[config.mk]
export PLATFORM = sky130hd
export DESIGN_NAME = trap_sequencer
export DESIGN_NICKNAME = d
export VERILOG_FILES = /design/src/rtl/trap_pkg.sv /design/src/rtl/trap_arbiter.sv /design/src/rtl/trap_csr_file.sv /design/src/rtl/trap_fsm.sv /design/src/rtl/trap_sequencer.sv
export SDC_FILE = /design/constraint.sdc
export NUM_CORES = 1
export LEC_CHECK = 0
export ABC_AREA = 1
export BUFFER_PORTS_ARGS = -buffer_cell sky130_fd_sc_hd__buf_2
export CAP_MARGIN = 20
export CORE_MARGIN = 2
export CORE_UTILIZATION = 38
export DETAILED_ROUTE_END_ITERATION = 10
export GPL_ROUTABILITY_DRIVEN = 0
export HOLD_SLACK_MARGIN = 0.05
export MAX_ROUTING_LAYER = met4
export PLACE_DENSITY = 0.72
export SKIP_LAST_GASP = 1
export SLEW_MARGIN = 20
export SYNTH_ARGS = -nofsm -noshare
export SYNTH_HDL_FRONTEND = slang
export SYNTH_SLANG_ARGS = --single-unit
[constraint.sdc]
create_clock -name clk -period 0.8 [get_ports clk]
set_input_delay 0.16 -clock clk [delete_from_list [all_inputs] [get_ports clk]]
set_output_delay 0.16 -clock clk [all_outputs]
set_load 0.02 [all_outputs]
[src/rtl/trap_pkg.sv]
package trap_pkg;

    typedef enum logic [1:0] {
        ST_SEQ = 2'd0,
        ST_EXC = 2'd1,
        ST_DBG = 2'd2,
        ST_RET = 2'd3
    } trap_state_e;

    typedef enum logic [2:0] {
        IE_KEEP  = 3'd0,
        IE_EXC   = 3'd1,
        IE_DBG   = 3'd2,
        IE_RET_E = 3'd3,
        IE_RET_D = 3'd4
    } ie_op_e;

    localparam logic [1:0] CSR_IE   = 2'd0;
    localparam logic [1:0] CSR_IP   = 2'd1;
    localparam logic [1:0] CSR_EBA  = 2'd2;
    localparam logic [1:0] CSR_DEBA = 2'd3;

    localparam logic [2:0] EID_RESET = 3'd0;
    localparam logic [2:0] EID_BRK   = 3'd1;
    localparam logic [2:0] EID_IBE   = 3'd2;
    localparam logic [2:0] EID_WATCH = 3'd3;
    localparam logic [2:0] EID_DBE   = 3'd4;
    localparam logic [2:0] EID_DVZ   = 3'd5;
    localparam logic [2:0] EID_IRQ   = 3'd6;
    localparam logic [2:0] EID_SCALL = 3'd7;

    localparam logic [4:0] LINK_EXC = 5'd30;
    localparam logic [4:0] LINK_DBG = 5'd31;

endpackage

[src/rtl/trap_arbiter.sv]
module trap_arbiter
    import trap_pkg::*;
(
    input  logic       bus_unmapped_i,
    input  logic       bus_misaligned_i,
    input  logic       div_op_i,
    input  logic       div_zero_i,
    input  logic       scall_i,
    input  logic       break_i,
    input  logic       ret_i,
    input  logic [4:0] ret_reg_i,
    output logic       take_exc_o,
    output logic       take_dbg_o,
    output logic       take_ret_o,
    output logic [2:0] eid_o,
    output ie_op_e     ie_op_o
);
    logic dbe, dvz;

    assign dbe = bus_unmapped_i | bus_misaligned_i;
    assign dvz = div_op_i & div_zero_i;

    always_comb begin
        take_exc_o = 1'b0;
        take_dbg_o = 1'b0;
        take_ret_o = 1'b0;
        eid_o      = EID_RESET;
        ie_op_o    = IE_KEEP;
        if (dbe) begin
            take_exc_o = 1'b1;
            eid_o      = EID_DBE;
            ie_op_o    = IE_EXC;
        end else if (dvz) begin
            take_exc_o = 1'b1;
            eid_o      = EID_DVZ;
            ie_op_o    = IE_EXC;
        end else if (scall_i) begin
            take_exc_o = 1'b1;
            eid_o      = EID_SCALL;
            ie_op_o    = IE_EXC;
        end else if (break_i) begin
            take_dbg_o = 1'b1;
            eid_o      = EID_BRK;
            ie_op_o    = IE_DBG;
        end else if (ret_i) begin
            take_ret_o = 1'b1;
            if (ret_reg_i == LINK_EXC)
                ie_op_o = IE_RET_E;
            else if (ret_reg_i == LINK_DBG)
                ie_op_o = IE_RET_D;
        end
    end

endmodule

[src/rtl/trap_csr_file.sv]
module trap_csr_file
    import trap_pkg::*;
#(
    parameter int XLEN       = 32,
    parameter int NIRQ       = 8,
    parameter int BASE_ALIGN = 8
) (
    input  logic            clk,
    input  logic            rst_n,
    input  ie_op_e          ie_op_i,
    input  logic            csr_we_i,
    input  logic [1:0]      csr_sel_i,
    input  logic [XLEN-1:0] csr_wdata_i,
    input  logic [NIRQ-1:0] irq_set_i,
    output logic [2:0]      ie_o,
    output logic [NIRQ-1:0] ip_o,
    output logic [XLEN-1:0] eba_o,
    output logic [XLEN-1:0] deba_o
);
    localparam int HI_W = XLEN - BASE_ALIGN;
    localparam logic [XLEN-1:0] BASE_MASK = {{HI_W{1'b1}}, {BASE_ALIGN{1'b0}}};
    localparam int NBASE = 2;

    logic [2:0]      ie_q, ie_d;
    logic [NIRQ-1:0] ip_q, ip_d;
    logic [XLEN-1:0] base_q [NBASE];

    always_comb begin
        ie_d = ie_q;
        unique case (ie_op_i)
            IE_EXC:   ie_d = {1'b0, ie_q[0], 1'b0};
            IE_DBG:   ie_d = {ie_q[0], 2'b00};
            IE_RET_E: ie_d = {2'b00, ie_q[1]};
            IE_RET_D: ie_d = {2'b00, ie_q[2]};
            default: begin
                if (csr_we_i && csr_sel_i == CSR_IE)
                    ie_d = csr_wdata_i[2:0];
            end
        endcase
    end

    always_comb begin
        ip_d = ip_q;
        if (csr_we_i && csr_sel_i == CSR_IP)
            ip_d = ip_q & ~csr_wdata_i[NIRQ-1:0];
        ip_d = ip_d | irq_set_i;
    end

    always_ff @(posedge clk or negedge rst_n) begin
        if (!rst_n) begin
            ie_q <= '0;
            ip_q <= '0;
        end else begin
            ie_q <= ie_d;
            ip_q <= ip_d;
        end
    end

    for (genvar gi = 0; gi < NBASE; gi++) begin : g_base
        localparam logic [1:0] SEL = (gi == 0) ? CSR_EBA : CSR_DEBA;
        always_ff @(posedge clk or negedge rst_n) begin
            if (!rst_n)
                base_q[gi] <= '0;
            else if (csr_we_i && csr_sel_i == SEL)
                base_q[gi] <= csr_wdata_i & BASE_MASK;
        end
    end

    assign ie_o   = ie_q;
    assign ip_o   = ip_q;
    assign eba_o  = base_q[0];
    assign deba_o = base_q[1];

endmodule

[src/rtl/trap_fsm.sv]
module trap_fsm
    import trap_pkg::*;
#(
    parameter int XLEN      = 32,
    parameter int VEC_SHIFT = 5
) (
    input  logic            clk,
    input  logic            rst_n,
    input  logic [XLEN-1:0] pc_i,
    input  logic            take_exc_i,
    input  logic            take_dbg_i,
    input  logic            take_ret_i,
    input  logic [2:0]      eid_i,
    input  logic [XLEN-1:0] ret_target_i,
    input  logic [XLEN-1:0] eba_i,
    input  logic [XLEN-1:0] deba_i,
    output logic            redirect_o,
    output logic [XLEN-1:0] next_pc_o,
    output logic            link_we_o,
    output logic [4:0]      link_idx_o,
    output logic [XLEN-1:0] link_data_o
);
    localparam logic [XLEN-1:0] STEP = XLEN'(4);

    trap_state_e     state_q, state_d;
    logic [XLEN-1:0] target_q, target_d;
    logic [XLEN-1:0] pc_q;
    logic [XLEN-1:0] slot_off;

    assign slot_off = XLEN'(eid_i) << VEC_SHIFT;

    // next-state and target selection
    always_comb begin
        state_d  = ST_SEQ;
        target_d = pc_i + STEP;
        if (take_exc_i) begin
            state_d  = ST_EXC;
            target_d = eba_i + slot_off;
        end else if (take_dbg_i) begin
            state_d  = ST_DBG;
            target_d = deba_i + slot_off;
        end else if (take_ret_i) begin
            state_d  = ST_RET;
            target_d = ret_target_i;
        end
    end

    // state register
    always_ff @(posedge clk or negedge rst_n) begin
        if (!rst_n) begin
            state_q  <= ST_SEQ;
            target_q <= STEP;
            pc_q     <= '0;
        end else begin
            state_q  <= state_d;
            target_q <= target_d;
            pc_q     <= pc_i;
        end
    end

    // outputs decoded from state
    always_comb begin
        redirect_o  = 1'b0;
        link_we_o   = 1'b0;
        link_idx_o  = LINK_EXC;
        next_pc_o   = target_q;
        link_data_o = pc_q;
        unique case (state_q)
            ST_SEQ: ;
            ST_EXC: begin
                redirect_o = 1'b1;
                link_we_o  = 1'b1;
            end
            ST_DBG: begin
                redirect_o = 1'b1;
                link_we_o  = 1'b1;
                link_idx_o = LINK_DBG;
            end
            ST_RET: redirect_o = 1'b1;
            default: ;
        endcase
    end

endmodule

[src/rtl/trap_sequencer.sv]
module trap_sequencer
    import trap_pkg::*;
#(
    parameter int XLEN       = 32,
    parameter int NIRQ       = 8,
    parameter int BASE_ALIGN = 8,
    parameter int VEC_SHIFT  = 5
) (
    input  logic            clk,
    input  logic            rst_n,
    input  logic [XLEN-1:0] pc_i,
    input  logic            div_op_i,
    input  logic            div_zero_i,
    input  logic            scall_i,
    input  logic            break_i,
    input  logic            bus_unmapped_i,
    input  logic            bus_misaligned_i,
    input  logic            ret_i,
    input  logic [4:0]      ret_reg_i,
    input  logic [XLEN-1:0] ret_target_i,
    input  logic            csr_we_i,
    input  logic [1:0]      csr_sel_i,
    input  logic [XLEN-1:0] csr_wdata_i,
    input  logic [NIRQ-1:0] irq_set_i,
    output logic            redirect_o,
    output logic [XLEN-1:0] next_pc_o,
    output logic            link_we_o,
    output logic [4:0]      link_idx_o,
    output logic [XLEN-1:0] link_data_o,
    output logic [2:0]      ie_o,
    output logic [NIRQ-1:0] ip_o,
    output logic [XLEN-1:0] eba_o,
    output logic [XLEN-1:0] deba_o
);
    logic       take_exc, take_dbg, take_ret;
    logic [2:0] eid;
    ie_op_e     ie_op;

    trap_arbiter u_arb (
        .bus_unmapped_i   (bus_unmapped_i),
        .bus_misaligned_i (bus_misaligned_i),
        .div_op_i         (div_op_i),
        .div_zero_i       (div_zero_i),
        .scall_i          (scall_i),
        .break_i          (break_i),
        .ret_i            (ret_i),
        .ret_reg_i        (ret_reg_i),
        .take_exc_o       (take_exc),
        .take_dbg_o       (take_dbg),
        .take_ret_o       (take_ret),
        .eid_o            (eid),
        .ie_op_o          (ie_op)
    );

    trap_csr_file #(.XLEN(XLEN), .NIRQ(NIRQ), .BASE_ALIGN(BASE_ALIGN)) u_csr (
        .clk         (clk),
        .rst_n       (rst_n),
        .ie_op_i     (ie_op),
        .csr_we_i    (csr_we_i),
        .csr_sel_i   (csr_sel_i),
        .csr_wdata_i (csr_wdata_i),
        .irq_set_i   (irq_set_i),
        .ie_o        (ie_o),
        .ip_o        (ip_o),
        .eba_o       (eba_o),
        .deba_o      (deba_o)
    );

    trap_fsm #(.XLEN(XLEN), .VEC_SHIFT(VEC_SHIFT)) u_fsm (
        .clk          (clk),
        .rst_n        (rst_n),
        .pc_i         (pc_i),
        .take_exc_i   (take_exc),
        .take_dbg_i   (take_dbg),
        .take_ret_i   (take_ret),
        .eid_i        (eid),
        .ret_target_i (ret_target_i),
        .eba_i        (eba_o),
        .deba_i       (deba_o),
        .redirect_o   (redirect_o),
        .next_pc_o    (next_pc_o),
        .link_we_o    (link_we_o),
        .link_idx_o   (link_idx_o),
        .link_data_o  (link_data_o)
    );

endmodule

# Word level (Yosys, flattened, before mapping)
# Index checks and enable logic that the tools add are counted.
dict set report totals {
  inputBits 121
  output_inout_bits 146
  ff_bits 125
}
dict set report op_classes {
  n_mux 35
  n_bitwise 5
  reduce_logical 8
  n_addsub 3
  n_eq_ne 12
}
# cell count
set op_table {}
lappend op_table {{two-way mux 32 bit} 3}
lappend op_table {{adder 32 x 8 -> 32 bit} 2}
lappend op_table {{two-way mux 3 bit} 11}
lappend op_table {{adder 32 x 3 -> 32 bit, second input constant} 1}
lappend op_table {{two-way mux 1 bit} 16}
lappend op_table {{one-hot mux 3 bit (4 select lines)} 1}
lappend op_table {{equality test 5 bit, second input constant} 2}
lappend op_table {{bitwise AND 8 bit} 1}
lappend op_table {{equality test 2 bit, second input constant} 4}
lappend op_table {{two-way mux 8 bit} 1}
lappend op_table {{inverter 8 bit} 1}
lappend op_table {{bitwise OR 8 bit} 1}
lappend op_table {{equality test 3 x 2 -> 1 bit, second input constant} 2}
lappend op_table {{two-way mux 2 bit} 3}
lappend op_table {{nonzero test 5 bit} 1}
lappend op_table {{equality test 2 x 1 -> 1 bit, second input constant} 2}
lappend op_table {{logical AND 1 bit} 4}
lappend op_table {{equality test 3 x 1 -> 1 bit, second input constant} 1}
lappend op_table {{equality test 3 bit, second input constant} 1}
lappend op_table {{OR reduction 3 bit} 1}
lappend op_table {{zero test 2 bit} 1}
lappend op_table {{OR reduction 2 bit} 1}
lappend op_table {{bitwise AND 1 bit} 1}
lappend op_table {{bitwise OR 1 bit} 1}

# Logic depth before layout (Yosys ltp)
# Gate-level depths: netlist of run 1.
dict set report logic_depth {
  depth_word 10
  ltp_mapped 10
}

# Modules after synthesis
# From an unflattened synthesis of run 1, not the netlist that was laid out.
dict set report unflattened {
  hier_cells 1106
  hier_area_um2 7882.6
}
# mod n_inst cells_each area_each_um2 seq_area_each_um2
set by_module_without_submodules {}
lappend by_module_without_submodules {trap_fsm 1 813 5190.0 1652.8}
lappend by_module_without_submodules {trap_csr_file 1 260 2531.2 1476.4}
lappend by_module_without_submodules {trap_arbiter 1 33 161.4 0.0}

# Worst setup path before layout of run 1
# Ideal clock, no wire load.
dict set report synth_path {
  kind {input port to flip-flop}
  from {input port pc_i[2]}
  to {register u_fsm.target_q[24] (netlist: u_fsm.next_pc_o[24])}
  path_stages 9
  n_path_buf 0
  required_ns 0.723
  arrival_ns 1.157
  setup_slack_ns -0.434
  cell_sequence {ha_1 > nand3_2 > nor2_4 > nand3_4 > nor2_4 > nor2_1 > nor2_1 > nand2_1 > a21oi_1}
}
dict set report synth_between {
  elab_chain_cells 4
}
# item line
set synth_rtl {}
lappend synth_rtl {{from (decl)} trap_sequencer.sv:11} ;# input logic [XLEN-1:0] pc_i,
lappend synth_rtl {{adder 32 x 3 -> 32 bit} trap_fsm.sv:35} ;# target_d = pc_i + STEP;
lappend synth_rtl {{two-way mux 32 bit} trap_fsm.sv:42} ;# end else if (take_ret_i) begin
lappend synth_rtl {{two-way mux 32 bit} trap_fsm.sv:39} ;# end else if (take_dbg_i) begin
lappend synth_rtl {{two-way mux 32 bit} trap_fsm.sv:36} ;# if (take_exc_i) begin
lappend synth_rtl {{via u_fsm.target_d[24]} trap_fsm.sv:26} ;# logic [XLEN-1:0] target_q, target_d;
lappend synth_rtl {{to (signal assigned)} trap_fsm.sv:56} ;# target_q <= target_d;
lappend synth_rtl {{to (decl)} trap_fsm.sv:26}
# The timed path passes the listed nets, and every way through them passes these cells.
# A chain may end at the register's enable or synchronous reset.

# Final worst setup path of run 1
dict set report layout_path {
  from {register u_fsm.state_q[1]}
  to {output port link_we_o}
}
dict set report layout_between {
  elab_chain_cells 3
  word_cells_on_any_way 4
  cone_classes {eq/ne: 2; mux: 1; reduce/logical: 1}
}
# item line
set layout_rtl {}
lappend layout_rtl {{from (decl)} trap_fsm.sv:25} ;# trap_state_e state_q, state_d;
lappend layout_rtl {{from (signal assigned)} trap_fsm.sv:55} ;# state_q <= state_d;
lappend layout_rtl {{equality test 2 x 1 -> 1 bit / equality test 2 bit (equally long branches)} trap_fsm.sv:68} ;# unique case (state_q)
lappend layout_rtl {{OR reduction 2 bit (no source line) *} -}
lappend layout_rtl {{two-way mux 1 bit *} trap_fsm.sv:68}
lappend layout_rtl {{to (decl)} trap_sequencer.sv:27} ;# output logic link_we_o,
# Every way passes the cells marked *; elsewhere a longest branch is shown, timed or not.

==> flow_summary_export.csv, run 1 <==
group,metric,value,unit
sta,fin_ws,-591,ps
die,core.rowCount,45,
critical_path,reg2reg_setup_slack,-260,ps
critical_path,cp.arrival,1230,ps
finish,layout-drive-gt1-share,51.3,%
die,start_util,38.6,%
synthesis,synth_warnings,0,
cts,insertion_delay,430,ps
pwr,switching_share,30.2,%
synthesis,ys_seq_elements,125,
pwr,p_total,23100,uW
sta,fin_skew,14.4,ps
route,via_count,7628,
critical_path,critical_path_class,"flop to output port",
cts,clockBufferDepth,2,
synthesis,syn_inst,703,
finish,finalNetCount,1340,
finish,area_growth,107,%
placement,dp_hpwl,14600,um
pwr,intPower,16100,uW
synthesis,yosysUniqueCellTypes,34,
sta,hold_viol,0,
die,dieArea,0.0164,sq mm
route,wl_per_cell,20.5,um
run_status,violations,"setup timing",
pwr,p_seq_share,33.0,%
cts,tritoncts,"yes",
global_routing,grt_max_degree,39,
cts,htreeDepth,4,
finish,layout_common_cells,"192 x buf_6, 161 x nand2_1, 124 x dfrtp_1, 114 x buf_4, 107 x buf_2",
pwr,comb_power_share,30.5,%
run_status,status,"finished with violations",
cts,numCtsBuffers,17,
die,fp.coreArea,0.0151,sq mm
sta,fmax,719,MHz
die,die_w,128,um
synthesis,syn_area,0.00585,sq mm
sta,drv_slew,0,
route,drt-initial-drc-count,651,
finish,fin_cells,1419,
pwr,switchingPower,6970,uW
finish,mostFrequentLayoutCell,"buf_6",
placement,portBuffers,246,
cts,cts_sinks,125,
sta,finalSetupViolations,171,
synthesis,avgSynthCellArea,8.32,sq um
finish,multi_input_area,0.00303,sq mm
cts,clk_pin_slew,60,ps
pwr,p_leak,0.00583,uW
critical_path,critPathMaxFanout,2,
critical_path,end_kind,"output port",
pwr,ir_drop,1540,uV
route,drc,0,
global_routing,grt-ovfl-total,0,
route,ant_nets,0,
finish,layout.area.seq,0.00313,sq mm
sta,rsz0062_at_grt,"true",
run,maxCapViolCount,0,
global_routing,grt_pass1_wl,40100,um
critical_path,worstPathRequired,640,ps
pwr,pwr-share-clk,36.5,%
sta,finalHoldWorstSlack,69.7,ps
route,drt-total-wl,29000,um
finish,fillCellCount,783,
global_routing,antenna_found_initial,2,
sta,finalCriticalPeriod,1390,ps
die,io_pins,267,
pwr,powerDensity,1910,mW/mm^2
route,avgViaCountPerCell,5.38,
global_routing,first_global_vias,7717,
cts,root_buffer,"clkbuf_16",
synthesis,ys_seq_area_share,53.5,%
critical_path,start_kind,"flop",
min_path,hold_path.class,"input port to flop",
sta,finalCritPeriodShare,174,%
placement,dp_cells,1213,
die,die_h,128,um
global_routing,grt_usage,33.1,%
route,dr.pass1.iters,5,
[path summary, 6_finish.rpt]
check / start / endpoint / cells past startpoint
min in group asynchronous: rst_n / u_csr.deba_o[30] / 2
hold / removal: csr_wdata_i[0] / u_csr.ip_o[0] / 3
max in group asynchronous: rst_n / u_fsm.next_pc_o[2] / 3
setup / recovery: u_fsm.state_q[1] / link_we_o / 3
hold reg to reg: u_csr.ip_o[6] / u_csr.ip_o[6] / 1
setup reg to reg: u_csr.deba_o[21] / u_fsm.next_pc_o[21] / 6
[cell usage after synthesis, drive strengths merged]
library cell	instances	area share [%]
o21bai	2	0.26
clkbuf	11	0.71
nor3	2	0.26
a21boi	1	0.13
ha	3	0.64
dfrtp	124	53
xor2	5	0.75
a31oi	5	0.53
nand3	28	2.9
clkinv	1	0.064
conb	2	0.13
nand4	12	1.3
a21oi	53	4.7
a21o	8	1.0
o22ai	1	0.11
nand3b	7	0.90
o21ai	55	4.7
xnor2	5	0.75
buf	34	3.7
nand2	201	13
nor2	78	5.9
dfstp	1	0.45
inv	64	4.1
[power groups by stage]
stage	sequential, uW	clock, uW	combinational [uW]
4_1_cts	7540	8380	6200
5_1_grt	7670	8830	7390
3_3_place_gp	7540	0	4010
3_5_place_dp	7550	0	4060
6_report	7620	8420	7040
2_1_floorplan	8410	0	1190
[what timing repair did]
action / 4_1_cts / 5_1_grt
gates cloned: 2 / 0
hold endpoints to repair: 230 / 0
resized for setup: 373 / 155
hold buffers: 90 / 0
setup buffers: 59 / 37
pin swaps: 47 / 74
endpoints found under the setup margin: 161 / 192
[final cells by class]
type,instances,area share (%)
repair buffers,521,39.7
diodes,4,0.0827
multi-input cells,486,25.1
flip-flops and latches,125,25.9
clock inverters,7,1.12
inverters,65,2.22
well taps,188,1.94
clock buffers,23,4.03
[metal layers]
metal / vias up / part of all wire, % / global-route usage [%]
met1: 3680 / 36 / 36.1
li1: 3248 / - / -
met3: 181 / 6.8 / 7.05
met2: 519 / 49 / 55.0
met4: 0 / 7.8 / 21.2
met5: - / 0 / -
[state kept, by name, summed over array words and instances, names as in the netlist]
register / cells
u_csr.deba_o: 24
u_csr.eba_o: 24
u_csr.ie_o: 3
u_csr.ip_o: 8
u_fsm.link_data_o: 32
u_fsm.next_pc_o: 32
u_fsm.state_q: 2
[metrics by stage]
step | util (%) | setup TNS (ps) | worst slack (ps) | cell area, sq um
floorplan | - | -12420 | -354 | 6120
global placement | 53.9 | -25790 | -669 | 8160
detailed placement | 53.9 | -27060 | -693 | 8160
CTS | 75.2 | -45260 | -619 | 11400
global route | 79.9 | -55390 | -625 | 12100
finish | 79.9 | -51440 | -591 | 12100
[kinds of logic (layout without fill, tap and decap cells)]
family	after synthesis	in the layout	share of synthesized area [%]
buffers and inverters	110	616	8.62
xor gates and xnor gates	10	10	1.50
DFF	125	125	53.5
adders and majority gates	3	3	0.642
AOI/OAI and AO/OA	125	125	11.5
other	2	24	0.128
and+or+nand+nor	328	328	24.1
[critical path: stages, from the launching register on]
cell     delay (ps)
dfrtp_1         400
inv_2            80
ha_4            200
buf_6           120
Note: power is estimated with default switching activity, not from simulation.
==> inputs of run 2 (changes only) <==
--- a/config.mk
+++ b/config.mk
@@ -8,7 +8,6 @@
 export ABC_AREA = 1
 export BUFFER_PORTS_ARGS = -buffer_cell sky130_fd_sc_hd__buf_2
 export CAP_MARGIN = 20
-export CORE_MARGIN = 2
 export CORE_UTILIZATION = 38
 export DETAILED_ROUTE_END_ITERATION = 10
 export GPL_ROUTABILITY_DRIVEN = 0
==> flow_summary_export.csv, run 2 (same netlist as run 1, synthesis figures left out) <==
group,metric,value,unit
run_status,status,"finished with violations",
run_status,violations,"setup timing",
finish,layout-drive-gt1-share,52.7,%
cts,tritoncts,"yes",
pwr,p_leak,0.00589,uW
sta,finalSetupTns,-52690,ps
finish,fin_cells,1408,
placement,dp_hpwl,14400,um
finish,final_cell_area,0.0122,sq mm
die,dieArea,0.0159,sq mm
cts,numCtsBuffers,17,
finish,layout_common_cells,"191 x buf_6, 147 x nand2_1, 123 x dfrtp_1, 105 x buf_2, 105 x buf_4",
global_routing,first_global_vias,7609,
global_routing,grt_max_degree,42,
critical_path,end_kind,"output port",
finish,finalNetCount,1335,
placement,dp_cells,1202,
route,via_count,7754,
critical_path,worst_path_max_delay_cell,"dfrtp_1",
run,maxCapViolCount,0,
critical_path,crit_chain,"inv_2, ha_4, buf_6",
route,dr.pass1.iters,8,
die,die_h,126,um
sta,fin_skew,21.5,ps
sta,fmax,677,MHz
sta,fin_ws,-678,ps
sta,finalCriticalPeriod,1480,ps
cts,insertion_delay,450,ps
sta,drv_slew,0,
cts,root_buffer,"clkbuf_16",
critical_path,start_kind,"flop",
critical_path,cp.arrival,1320,ps
die,start_util,39.6,%
critical_path,worstPathRequired,640,ps
route,drc,0,
finish,area_growth,108,%
finish,antenna_cells,0,
sta,finalSetupViolations,176,
route,drt-total-wl,31800,um
finish,fillCellCount,768,
min_path,hold_path.class,"input port to flop",
sta,rsz0062_at_grt,"true",
route,ant_nets,0,
critical_path,crit_path_max_incr_delay,410,ps
global_routing,grt-ovfl-total,0,
placement,placed_area,0.00811,sq mm
sta,finalCritPeriodShare,185,%
sta,hold_viol,0,
cts,clk_pin_slew,70,ps
cts,htreeDepth,4,
die,io_pins,267,
route,avgViaCountPerCell,5.51,
placement,portBuffers,246,
global_routing,grt_usage,35.0,%
cts,cts_sinks,125,
cts,clockBufferDepth,2,
global_routing,antenna_found_initial,0,
critical_path,critical_path_class,"flop to output port",
pwr,powerDensity,1900,mW/mm^2
die,fp.coreArea,0.0148,sq mm
critical_path,critPathMaxFanout,2,
die,die_w,126,um
finish,mostFrequentLayoutCell,"buf_6",
die,core.rowCount,44,
route,drt-initial-drc-count,728,
route,wl_per_cell,22.6,um
global_routing,grt_pass1_wl,40500,um
pwr,ir_drop,1620,uV
run 2: cell count changes in the layout (fill, tap and decap cells not counted), moves of 4 or more:
cell,delta
a21oi_2,-4
nor2_4,+4
diode_2,-4
inv_2,+4
nand2_2,+13
buf_4,-9
nand2_1,-14
buf_12,+5
run 2: critical path: cells and delay by family, from the launching register on:
kind	cells	cell delay [ps]
flops	1	410
fa+ha+maj	1	220
buf+inv	2	250
run 2: through the flow:
step | hold WS [ps] | power, uW | setup slack (ps) | util [%]
2_1_floorplan | -136 | 9600 | -354 | -
3_3_place_gp | 1.71 | 11500 | -607 | 54.9
3_5_place_dp | 2.52 | 11600 | -677 | 54.9
4_1_cts | 52.8 | 21800 | -621 | 77.7
5_1_grt | 76.5 | 23800 | -738 | 82.6
6_report | 55.3 | 23200 | -678 | 82.6
run 2: path summary, 6_finish.rpt:
| check | from | end | slack [ps] | cells past startpoint |
|---|---|---|---|---|
| max | u_fsm.state_q[0] | link_we_o | -680 | 3 |
| min | csr_wdata_i[1] | u_csr.ie_o[1] | 60 | 5 |
| max reg2reg | u_csr.deba_o[17] | u_fsm.next_pc_o[17] | -360 | 5 |
| min reg2reg | u_csr.ip_o[6] | u_csr.ip_o[6] | 530 | 1 |
| max in group asynchronous | rst_n | u_fsm.next_pc_o[2] | 170 | 3 |
| min in group asynchronous | rst_n | u_fsm.link_data_o[28] | 130 | 2 |
run 2: final cells by class:
cell class	instances	area, sq um	area share, %
clock buffer	22	474	3.89
clock inverter	10	136	1.12
inverter	65	268	2.20
multi-input combinational	486	3080	25.3
sequential	125	3130	25.7
tap	184	230	1.89
timing repair buffer	516	4870	40.0
run 2: what timing repair did:
item,4_1_cts,5_1_grt
setup endpoints to repair,159,190
resized for setup,393,168
endpoints found under the hold margin,230,0
cloned,4,2
setup buffers,57,37
hold buffers,89,0
pin swaps,62,91
run 2: power by group:
group          leakage, uW  switching (uW)  internal (uW)  total (uW)
Clock             0.000293            3220           5140        8360
Combinational      0.00410            3570           3590        7160
Sequential         0.00150             614           7040        7650
Total              0.00589            7400          15800       23200
run 2: routing by layer:
layer  vias to the layer above  global-route usage (%)  wire length (um)
met2                       625                    58.1             15500
met5                         -                       -                 0
met1                      3660                    38.5             10800
met4                         0                    22.3              2510
met3                       240                    7.18              2960
li1                       3229                       -                 -
